`config.mk`:
```
export PLATFORM = sky130hd
export DESIGN_NAME = pixel_hit_readout
export DESIGN_NICKNAME = d
export VERILOG_FILES = /design/src/rtl/pix_pkg.sv /design/src/rtl/pix_strobe_gen.sv /design/src/rtl/pix_hit_array.sv /design/src/rtl/pix_prio_enc.sv /design/src/rtl/pixel_hit_readout.sv
export SDC_FILE = /design/constraint.sdc
export NUM_CORES = 1
export LEC_CHECK = 0
export BUFFER_PORTS_ARGS = -buffer_cell sky130_fd_sc_hd__buf_2
export CAP_MARGIN = 30
export CORE_MARGIN = 2
export CORE_UTILIZATION = 56
export CTS_BUF_LIST = sky130_fd_sc_hd__clkbuf_16
export DETAILED_ROUTE_END_ITERATION = 7
export GPL_TIMING_DRIVEN = 0
export PLACE_DENSITY_LB_ADDON = 0.3
export SLEW_MARGIN = 20
export SYNTH_ARGS = -nofsm -noshare
export SYNTH_HDL_FRONTEND = slang
export SYNTH_SLANG_ARGS = --single-unit
export TNS_END_PERCENT = 50
```
`constraint.sdc`:
```
create_clock -name clk -period 4.47 [get_ports clk]
set_input_delay 0.447 -clock clk [delete_from_list [all_inputs] [get_ports clk]]
set_output_delay 0.447 -clock clk [all_outputs]
set_load 0.005 [all_outputs]
```
`src/rtl/pix_pkg.sv`:
```
// Shared types for the pixel hit matrix readout.
// Assumes nothing beyond being compiled before the modules that import it.
package pix_pkg;
    typedef enum logic [1:0] {
        RD_IDLE = 2'd0,   // no readout pending
        RD_WAIT = 2'd1,   // command taken, waiting for the strobe to close
        RD_SCAN = 2'd2,   // emitting hit addresses
        RD_EOF  = 2'd3    // emitting the end-of-frame beat
    } rd_state_t;
endpackage

```
`src/rtl/pix_strobe_gen.sv`:
```
// Acquisition window generator: start opens the window. Short mode closes it
// after len cycles (0 counts as 1); long mode closes it on a stop pulse.
// Assumes block_i is high whenever a start must be refused.
module pix_strobe_gen #(
    parameter int LEN_W = 8
) (
    input  logic             clk,
    input  logic             rst_n,
    input  logic             start_i,
    input  logic             stop_i,
    input  logic             long_i,
    input  logic [LEN_W-1:0] len_i,
    input  logic             block_i,
    output logic             strobe_o
);
    logic             open_q;
    logic             long_q;
    logic [LEN_W-1:0] cnt_q;

    // Window state: open, mode captured at open, remaining cycles.
    always_ff @(posedge clk) begin
        if (!rst_n) begin
            open_q <= 1'b0;
            long_q <= 1'b0;
            cnt_q  <= '0;
        end else if (!open_q) begin
            if (start_i && !block_i) begin
                open_q <= 1'b1;
                long_q <= long_i;
                cnt_q  <= (len_i == '0) ? LEN_W'(1) : len_i;
            end
        end else if (long_q) begin
            if (stop_i) open_q <= 1'b0;
        end else begin
            if (cnt_q <= LEN_W'(1)) open_q <= 1'b0;
            else                    cnt_q  <= cnt_q - LEN_W'(1);
        end
    end

    assign strobe_o = open_q;

    // a window only opens after a start request
    p_open_on_start_r8: assert property (@(posedge clk) disable iff (!rst_n)
        $rose(strobe_o) |-> $past(start_i));

    // a blocked start never opens a closed window
    p_block_start_r10: assert property (@(posedge clk) disable iff (!rst_n)
        (!strobe_o && block_i) |=> !strobe_o);
endmodule

```
`src/rtl/pix_hit_array.sv`:
```
// Per-pixel hit latches. A latch sets when the strobe overlaps its
// discriminator or the selected digital pulse, and clears on its clear bit.
// Assumes at most one clear bit is set per cycle.
module pix_hit_array #(
    parameter int ROWS = 8,
    parameter int COLS = 8,
    localparam int N = ROWS * COLS
) (
    input  logic         clk,
    input  logic         rst_n,
    input  logic         strobe_i,
    input  logic [N-1:0] disc_i,
    input  logic         pulse_i,
    input  logic [N-1:0] pulse_sel_i,
    input  logic [N-1:0] clr_i,
    output logic [N-1:0] hit_o
);
    logic [N-1:0] hit_q;

    for (genvar i = 0; i < N; i++) begin : g_pix
        // One hit latch: clear on readout, set on strobe overlap.
        always_ff @(posedge clk) begin
            if (!rst_n)                                             hit_q[i] <= 1'b0;
            else if (clr_i[i])                                      hit_q[i] <= 1'b0;
            else if (strobe_i && (disc_i[i] || (pulse_i && pulse_sel_i[i]))) hit_q[i] <= 1'b1;
        end

        // a hit appears only after a cycle with the strobe open
        p_set_in_window_r1: assert property (@(posedge clk) disable iff (!rst_n)
            $rose(hit_q[i]) |-> $past(strobe_i));
    end

    assign hit_o = hit_q;

    // readout clears one pixel at a time
    p_clr_onehot_r6: assert property (@(posedge clk) disable iff (!rst_n)
        $onehot0(clr_i));
endmodule

```
`src/rtl/pix_prio_enc.sv`:
```
// Priority encoder: reports whether any request is set and the index of the
// lowest set request. Purely combinational.
module pix_prio_enc #(
    parameter int N  = 64,
    localparam int IW = (N > 1) ? $clog2(N) : 1
) (
    input  logic [N-1:0]  req_i,
    output logic          any_o,
    output logic [IW-1:0] idx_o
);
    // Scan downwards so the lowest set index is the last one written.
    always_comb begin
        any_o = 1'b0;
        idx_o = '0;
        for (int i = N - 1; i >= 0; i--) begin
            if (req_i[i]) begin
                any_o = 1'b1;
                idx_o = IW'(i);
            end
        end
    end
endmodule

```
`src/rtl/pixel_hit_readout.sv`:
```
// Strobe-gated pixel hit matrix with sparse priority-encoded readout.
// On a readout command it drains latched pixels lowest index first as
// {row, col} beats, clears each one as it is accepted, and then sends an
// end-of-frame beat carrying the hit count. Assumes ROWS and COLS >= 2.
module pixel_hit_readout
    import pix_pkg::*;
#(
    parameter int ROWS  = 8,
    parameter int COLS  = 8,
    parameter int LEN_W = 8,
    localparam int N     = ROWS * COLS,
    localparam int IW    = $clog2(N),
    localparam int ROW_W = $clog2(ROWS),
    localparam int COL_W = $clog2(COLS),
    localparam int AW    = ROW_W + COL_W,
    localparam int CNT_W = $clog2(N + 1),
    localparam int DW    = (AW > CNT_W) ? AW : CNT_W
) (
    input  logic             clk,
    input  logic             rst_n,
    input  logic             strobe_start_i,
    input  logic             strobe_stop_i,
    input  logic             strobe_long_i,
    input  logic [LEN_W-1:0] strobe_len_i,
    output logic             strobe_o,
    input  logic [N-1:0]     disc_i,
    input  logic             pulse_i,
    input  logic [N-1:0]     pulse_sel_i,
    input  logic             readout_i,
    output logic             out_valid_o,
    input  logic             out_ready_i,
    output logic [DW-1:0]    out_data_o,
    output logic             out_eof_o,
    output logic             err_o
);
    rd_state_t        state_q;
    logic [CNT_W-1:0] cnt_q;
    logic             err_q;
    logic             busy;
    logic             strobe;
    logic [N-1:0]     hits;
    logic [N-1:0]     clr;
    logic             any_hit;
    logic [IW-1:0]    idx;
    logic [IW-1:0]    row_full;
    logic [IW-1:0]    col_full;
    logic [AW-1:0]    addr;
    logic             take;

    assign busy = (state_q != RD_IDLE);

    pix_strobe_gen #(.LEN_W(LEN_W)) u_strobe (
        .clk      (clk),
        .rst_n    (rst_n),
        .start_i  (strobe_start_i),
        .stop_i   (strobe_stop_i),
        .long_i   (strobe_long_i),
        .len_i    (strobe_len_i),
        .block_i  (busy || readout_i),
        .strobe_o (strobe)
    );

    pix_hit_array #(.ROWS(ROWS), .COLS(COLS)) u_array (
        .clk         (clk),
        .rst_n       (rst_n),
        .strobe_i    (strobe),
        .disc_i      (disc_i),
        .pulse_i     (pulse_i),
        .pulse_sel_i (pulse_sel_i),
        .clr_i       (clr),
        .hit_o       (hits)
    );

    pix_prio_enc #(.N(N)) u_enc (
        .req_i (hits),
        .any_o (any_hit),
        .idx_o (idx)
    );

    // Split the pixel index into row and column fields.
    assign row_full = idx / IW'(COLS);
    assign col_full = idx % IW'(COLS);
    assign addr     = {row_full[ROW_W-1:0], col_full[COL_W-1:0]};

    // An address beat is accepted this cycle.
    assign take = (state_q == RD_SCAN) && any_hit && out_ready_i;

    for (genvar i = 0; i < N; i++) begin : g_clr
        assign clr[i] = take && (idx == IW'(i));
    end

    // Readout sequencing and the per-frame hit counter.
    always_ff @(posedge clk) begin
        if (!rst_n) begin
            state_q <= RD_IDLE;
            cnt_q   <= '0;
        end else begin
            case (state_q)
                RD_IDLE: if (readout_i) state_q <= strobe ? RD_WAIT : RD_SCAN;
                RD_WAIT: if (!strobe)   state_q <= RD_SCAN;
                RD_SCAN: begin
                    if (!any_hit)  state_q <= RD_EOF;
                    else if (take) cnt_q   <= cnt_q + CNT_W'(1);
                end
                RD_EOF: if (out_ready_i) begin
                    state_q <= RD_IDLE;
                    cnt_q   <= '0;
                end
                default: state_q <= RD_IDLE;
            endcase
        end
    end

    // Flag a command that arrives while a readout is already underway.
    always_ff @(posedge clk) begin
        if (!rst_n) err_q <= 1'b0;
        else        err_q <= readout_i && busy;
    end

    assign strobe_o    = strobe;
    assign out_valid_o = ((state_q == RD_SCAN) && any_hit) || (state_q == RD_EOF);
    assign out_eof_o   = (state_q == RD_EOF);
    assign out_data_o  = (state_q == RD_EOF) ? DW'(cnt_q) : DW'(addr);
    assign err_o       = err_q;

    // a stalled beat holds still
    p_stall_hold_r5: assert property (@(posedge clk) disable iff (!rst_n)
        (out_valid_o && !out_ready_i) |=>
        (out_valid_o && $stable(out_data_o) && $stable(out_eof_o)));

    // end of frame is only sent once the matrix has been drained
    p_eof_empty_r6: assert property (@(posedge clk) disable iff (!rst_n)
        out_eof_o |-> !any_hit);

    // no window is open while addresses are being drained
    p_no_strobe_scan_r10: assert property (@(posedge clk) disable iff (!rst_n)
        ((state_q == RD_SCAN) || (state_q == RD_EOF)) |-> !strobe);

    // a command during readout raises the error flag next cycle
    p_err_flag_r11: assert property (@(posedge clk) disable iff (!rst_n)
        (readout_i && busy) |=> err_o);

    // no beat while the window is open
    p_wait_strobe_r12: assert property (@(posedge clk) disable iff (!rst_n)
        strobe |-> !out_valid_o);
endmodule

```
==> flow_summary.json, run 1 <==
{
  "syn_nets": 824,
  "die_y_um": 98.9,
  "ant_nets": 0,
  "pin_count": 155,
  "grt_start_max_net_pins": 15,
  "irDropWorstVdd_mv": 0.328,
  "r2r_end": "u_array.hit_o[57]$_SDFFE_PP0P_",
  "grt_pass1_vias": 5515,
  "start_kind": "flop",
  "slew_viol_final": 0,
  "die-area_um2": 9790,
  "p_leak_uw": 0.00255,
  "nets": 987,
  "drtPass1Iterations": 5,
  "synth-edff-count": 0,
  "async_reset_ff_share_pct": 0,
  "synthTopCellsByArea": "dfxtp_1, nor2_1, a21oi_1",
  "cp_top_family": "simple AND/OR/NAND/NOR gates",
  "yosys.area.top_type": "dfxtp_1",
  "worst_slack_ns": 1.22,
  "antenna_found_initial": 0,
  "dr.max_layer_used": "met4",
  "yosysSeqAreaShare_pct": 33.3,
  "post-route-util_pct": 71.5,
  "hold_buffers": 0,
  "rows": 34,
  "synthMuxAreaShare_pct": 0.198,
  "path_cells": "nor4_1 > nand4_1 > o41ai_2 > nand2b_1 > buf_2",
  "remaining_drc_errors": 0,
  "cts_tree": "yes",
  "final_cell_mix": "buf_2, nor2_1, a21oi_1, dfxtp_1, a211oi_1",
  "route.met3.wl_um": 1500,
  "netlist.area_leader.share_pct": 33.3,
  "ys.flop_type": "dfxtp_1",
  "synth-simple-area-share_pct": 26.1,
  "syn_inst": 673,
  "layout_commonest_cell": "buf_2",
  "run_status": "finished, final reports clean",
  "path_clk_slew_ns": 0.06,
  "clock_latency_ns": 0.34,
  "ctsHtreeMaxLevel": 3,
  "io_buffers": 152,
  "met1_length_um": 7120,
  "drv_cap": 0,
  "vias": 5861,
  "synth_area_um2": 5050,
  "hold_viol": 0,
  "powerDensity_nw_per_um2": 639,
  "period_needed_ns": 3.25,
  "synth-xor-area-share_pct": 1.04,
  "cp.arrival_ns": 2.81,
  "rsz0062_at_grt": "no",
  "wl_um": 17500,
  "avgSynthCellArea_um2": 7.50,
  "max_freq_mhz": 307,
  "ys_warn_count": 0,
  "start_util_pct": 57.9,
  "cpPeakStageDelay_ns": 0.75,
  "drt_iter0_drc": 467,
  "cp_slowest_cell": "nor4_1",
  "endpoint_kind": "output port",
  "worst-path-max-fanout": 5,
  "slew_headroom_pct": 43.6,
  "min_path_type": "input port to flop",
  "reg2reg_setup_slack_ns": 1.45,
  "dr_wl_met2_um": 8540,
  "grt_pass1_wl_um": 27400,
  "synth-compound-area-share_pct": 32.6,
  "yosys.area_share.adder_pct": 1.74,
  "reg2reg_depth": 7,
  "clkSinkCount": 84,
  "post_cts_buffers": 0,
  "clock-skew-final_ns": 0.00757,
  "finalSetupViolCount": 0,
  "grtUsageTotal_pct": 35.3,
  "detail_route.wl_per_cell_um": 18.5,
  "cts-resized-gates": 0,
  "core_area_um2": 8720,
  "clock_tree.root_cell": "clkbuf_16",
  "tightest_slew_ns": 0.838,
  "synthDistinctLibCells": 67,
  "reg2reg_from": "u_array.hit_o[2]$_SDFFE_PP0P_",
  "critPathCapture": "out_valid_o",
  "cts_buffer_depth": 2,
  "overflow": 0,
  "yosys_register_bits": 84,
  "pre_cts_slack_ns": 1.60,
  "cp.depth": 5,
  "antenna_cells": 0,
  "dieWidth_um": 98.9,
  "hpwl_um": 13300,
  "critical_path_class": "flop to output port",
  "synth_top_family_by_area": "compound AO/OA/AOI/OAI gates",
  "drive_above_1_share_pct": 24.3,
  "critical_path_buf_inv_count": 1,
  "critical_path_required_ns": 4.02,
  "gp_congestion": 0.983,
  "via_per_inst": 6.18,
  "cts_buffers": 9,
  "tns_ns": 0,
  "area_growth_syn_to_layout_pct": 23.6,
  "crit_start": "u_array.hit_o[36]$_SDFFE_PP0P_",
  "fin_crit_sh_pct": 72.8
}
kinds of logic (layout without fill, tap and decap cells):
logic type	after synthesis	after routing
compound gates	243	243
flops	84	84
simple gates	272	272
mux	1	1
fa+ha+maj	7	7
buf+inv	60	228
xor+xnor	6	6
through the flow:
step           hold slack, ns  instance area, um^2  cells  total power, uW
2_1_floorplan           0.476                 5050    673             2420
3_3_place_gp            0.494                 5940    933             3130
3_5_place_dp            0.503                 5940    933             3170
4_1_cts                 0.343                 6240    949             3920
5_1_grt                 0.377                 6240    949             4170
6_report                0.345                 6240    949             3990
cells in the mapped netlist, types with 3 or more instances:
cell type and instances:
or4_1 7, nand4_1 5, or3_1 6, o211ai_1 4, nor3_1 16, a211oi_1 38
nand2b_1 6, a21oi_1 91, ha_1 7, buf_4 3, a211oi_2 8, nor2b_1 7
o21ai_0 31, nor4_1 22, and2_1 12, xnor2_1 5, nor2_1 151, a311oi_1 5
nand3_1 4, o31ai_1 4, a21o_1 7, clkbuf_1 28, inv_1 21, and2_4 3
a41oi_1 4, buf_2 4, o311ai_0 3, a31oi_1 18, dfxtp_1 84, nand2_1 22
how the worst min path moves through the flow:
stage                                    from                        endpoint  slack (ns)  cells past startpoint
3_3_place_gp   u_strobe.cnt_q[1]$_SDFFE_PN0P_  u_strobe.cnt_q[1]$_SDFFE_PN0P_        0.49                      2
3_5_place_dp            cnt_q[6]$_SDFFE_PN0P_           cnt_q[6]$_SDFFE_PN0P_        0.50                      2
5_1_grt                         strobe_long_i    u_strobe.long_q$_SDFFE_PN0P_        0.38                      3
2_1_floorplan           cnt_q[6]$_SDFFE_PN0P_           cnt_q[6]$_SDFFE_PN0P_        0.48                      2
6_report                        strobe_long_i    u_strobe.long_q$_SDFFE_PN0P_        0.34                      3
4_1_cts                         strobe_long_i    u_strobe.long_q$_SDFFE_PN0P_        0.34                      3
power breakdown:
group          switching, uW  total, uW  internal [uW]
Combinational           1450       2230            783
Sequential               142       1000            861
Clock                    320        751            431
Total                   1910       3990           2080
cell type report:
cell class	instances	area (um^2)
flip-flops and latches	84	1680
multi-input cells	529	3110
clock buffers	9	225
repair buffers	152	761
well taps	108	135
plain buffers	38	174
clock inverters	7	68.8
fillers	728	2480
inverters	22	82.6
per-layer routing:
metal  track usage [%]  vias up
li1                  -     2815
met1              45.7     2683
met2              61.5      329
met3              4.54       34
met4              10.6        0
met5                 0        -
registers in the layout, summed over array words and instances (netlist names):
name               count
u_array.hit_o         64
u_strobe.cnt_q         8
cnt_q                  7
state_q                2
err_o                  1
u_strobe.long_q        1
u_strobe.strobe_o      1
tightest hold or removal path: cells and delay by family:
kind            cells  cell delay [ns]
compound gates      1             0.05
simple gates        1             0.07
buf+inv             1             0.08
Note: power is estimated with default switching activity, not from simulation.
==> run 2, diff against run 1 <==
ABC_AREA = 1   (was default)
CORE_UTILIZATION = 53   (was 56)
clock period = 3.1 ns   (was 4.47 ns; I/O delays follow)
==> run 2 against run 1 <==
Effect of this change: the flow now finishes with violations (negative setup slack); cell area rose by 15%; global-route usage fell by 0.49 points; largest power group unchanged; worst hold slack worse by 0.15 ns; cell count grew 33%; wire length grew 15%; via count rose by 16%; sequential cell count unchanged; area after synthesis up 7.3%; largest cell class unchanged; critical path type unchanged.
==> flow_summary.json, run 2 <==
{
  "run_status": "finished, violations left",
  "core_area_um2": 9860,
  "syn_nets": 1084,
  "post-route-util_pct": 72.9,
  "endpoint_kind": "output port",
  "synthTopCellsByArea": "dfxtp_1, nand2_1, inv_1",
  "drv_cap": 0,
  "path_clk_slew_ns": 0.06,
  "final_cell_mix": "nand2_1, inv_1, buf_2, o21ai_0, nor2_1",
  "io_buffers": 152,
  "syn_inst": 933,
  "drtPass1Iterations": 8,
  "fin_crit_sh_pct": 156,
  "path_common_cell": "nand2_1",
  "antenna_found_initial": 0,
  "p_seq_share_pct": 20.4,
  "ys.flop_type": "dfxtp_1",
  "yosys-top-cells-count": "nand2_1, inv_1, o21ai_0",
  "hold_viol": 0,
  "grt_pass1_wl_um": 30000,
  "clock_tree.root_cell": "clkbuf_16",
  "cp_slowest_cell": "dfxtp_2",
  "wl_um": 20200,
  "clkSinkCount": 84,
  "critical_path_required_ns": 2.79,
  "violations": "negative setup slack",
  "die_y_um": 105,
  "largest_reg_flops": 64,
  "dieWidth_um": 105,
  "cts_tree": "yes",
  "cpPeakStageDelay_ns": 0.32,
  "critical_path_class": "flop to output port",
  "worst_slack_ns": -1.73,
  "min_path_type": "input port to flop",
  "period_needed_ns": 4.83,
  "cts_buffers": 9,
  "layout_commonest_cell": "nand2_1",
  "die-area_um2": 11000,
  "finalSetupViolCount": 66,
  "switching_share_pct": 48.4,
  "synthDistinctLibCells": 32,
  "vias": 6818,
  "worst-path-max-fanout": 2,
  "ctsHtreeMaxLevel": 3,
  "detail_route.wl_per_cell_um": 16.0,
  "p_int_uw": 3460,
  "finalInstanceArea_um2": 7190,
  "max_freq_mhz": 207,
  "clock-skew-final_ns": 0.00778,
  "slew_viol_final": 0,
  "drive_above_1_share_pct": 22.6,
  "p_clk_share_pct": 17.2,
  "p_sw_uw": 3240,
  "cts_buffer_depth": 2,
  "area_growth_syn_to_layout_pct": 32.8,
  "remaining_drc_errors": 0,
  "rows": 36,
  "drt_iter0_drc": 568,
  "pin_count": 155,
  "netlist.area_leader.share_pct": 31.1,
  "ant_nets": 0,
  "antenna_cells": 0,
  "cp.arrival_ns": 4.52,
  "synth-edff-count": 0,
  "yosysSeqAreaShare_pct": 31.1,
  "clock_latency_ns": 0.34,
  "grt_start_max_net_pins": 14,
  "async_reset_ff_share_pct": 0,
  "yosys_register_bits": 84,
  "avgSynthCellArea_um2": 5.80,
  "irDropWorstVdd_mv": 0.622,
  "gp_congestion": 0.958,
  "via_per_inst": 5.41,
  "powerDensity_nw_per_um2": 931,
  "tightest_slew_ns": 0.906,
  "grtUsageTotal_pct": 34.8,
  "hpwl_um": 13100,
  "p_leak_uw": 0.00399,
  "postPlaceCellArea_um2": 6340,
  "synth_most_common_cell": "nand2_1",
  "ys_warn_count": 0,
  "overflow": 0,
  "grt_pass1_vias": 6343,
  "start_kind": "flop",
  "rsz0062_at_grt": "yes",
  "hold_buffers": 0,
  "nets": 1275,
  "yosys.area.top_type": "dfxtp_1",
  "start_util_pct": 54.9,
  "p_comb_share_pct": 62.4,
  "slew_headroom_pct": 39.6,
  "synth_area_um2": 5410
}
==> run 2: cell types whose count changed after synthesis, moves of 8 or more <==
cell,change
nor2_1,-55
nand2_1,+230
a31oi_1,-14
a21oi_1,-32
nand3_1,+8
nand4_1,+20
nor4_1,-18
a211oi_2,-8
o21ai_0,+88
and2_1,-12
a211oi_1,-34
inv_1,+175
==> run 2: what timing repair did <==
| action | in CTS | in global routing |
|---|---|---|
| gates resized for setup | 70 | 41 |
| setup buffers | 19 | 10 |
| endpoints found under the setup margin | 66 | 71 |
| hold endpoints to repair | 0 | 0 |
| pin swaps | 6 | 13 |
| cloned | 1 | 0 |
==> run 2: cell type report <==
| cell class | instances | area (um^2) |
|---|---|---|
| Inverter | 201 | 754 |
| Fill cell | 823 | 2680 |
| Clock buffer | 9 | 225 |
| Tap cell | 133 | 166 |
| Buffer | 32 | 141 |
| Sequential cell | 84 | 1680 |
| Multi-Input combinational cell | 616 | 3100 |
| Timing Repair Buffer | 180 | 1040 |
| Clock inverter | 6 | 81.3 |
==> run 2: per-stage QoR <==
| stage | TNS (ns) | hold slack (ns) | worst slack, ns | cells | total power [uW] |
|---|---|---|---|---|---|
| 6_report | -90.03 | 0.196 | -1.73 | 1261 | 6690 |
| 5_1_grt | -130.39 | 0.230 | -2.33 | 1261 | 7000 |
| 4_1_cts | -74.63 | 0.196 | -1.58 | 1253 | 6080 |
| 3_5_place_dp | -69.37 | 0.465 | -1.28 | 1218 | 4220 |
| 3_3_place_gp | -65.30 | 0.457 | -1.22 | 1218 | 4170 |
| 2_1_floorplan | -21.67 | 0.424 | -0.598 | 933 | 3360 |
==> run 2: path summary, 6_finish.rpt <==
kind / from / endpoint / slack, ns / cells past startpoint
max reg2reg: u_array.hit_o[62]$_SDFFE_PP0P_ / u_array.hit_o[23]$_SDFFE_PP0P_ / -1.55 / 67
min reg2reg: u_array.hit_o[43]$_SDFFE_PP0P_ / u_array.hit_o[43]$_SDFFE_PP0P_ / 0.47 / 2
max: u_array.hit_o[62]$_SDFFE_PP0P_ / out_data_o[0] / -1.73 / 67
min: readout_i / err_o$_SDFF_PN0_ / 0.20 / 3
==> run 2: cells by family after synthesis <==
| logic type | synth area share, % |
|---|---|
| compound gates | 18.8 |
| buf+inv | 16.3 |
| flops | 31.1 |
| simple gates | 31.4 |
| fa+ha+maj | 1.62 |
| xor+xnor | 0.809 |
==> run 2: power by group through the flow <==
stage                     clock [uW]  sequential [uW]  combinational [uW]
after floorplan                    0             1350                2010
after global placement             0             1370                2800
after detailed placement           0             1380                2840
after CTS                       1130             1360                3590
after global routing            1180             1380                4440
final                           1150             1370                4180
==> run 2: metal layers <==
metal | vias up | track usage (%) | wire length (um)
met4 | 0 | 18.8 | 1140
met5 | - | 0 | 0
met3 | 115 | 7.11 | 2290
met2 | 467 | 58.2 | 9090
li1 | 3276 | - | -
met1 | 2960 | 41.9 | 7710
==> run 2: critical path: cells and delay by family (launching register included) <==
family / cells / cell delay [ns]
buffers and inverters: 3 / 0.31
AOI/OAI and AO/OA: 1 / 0.12
DFF: 1 / 0.32
and+or+nand+nor: 63 / 3.44
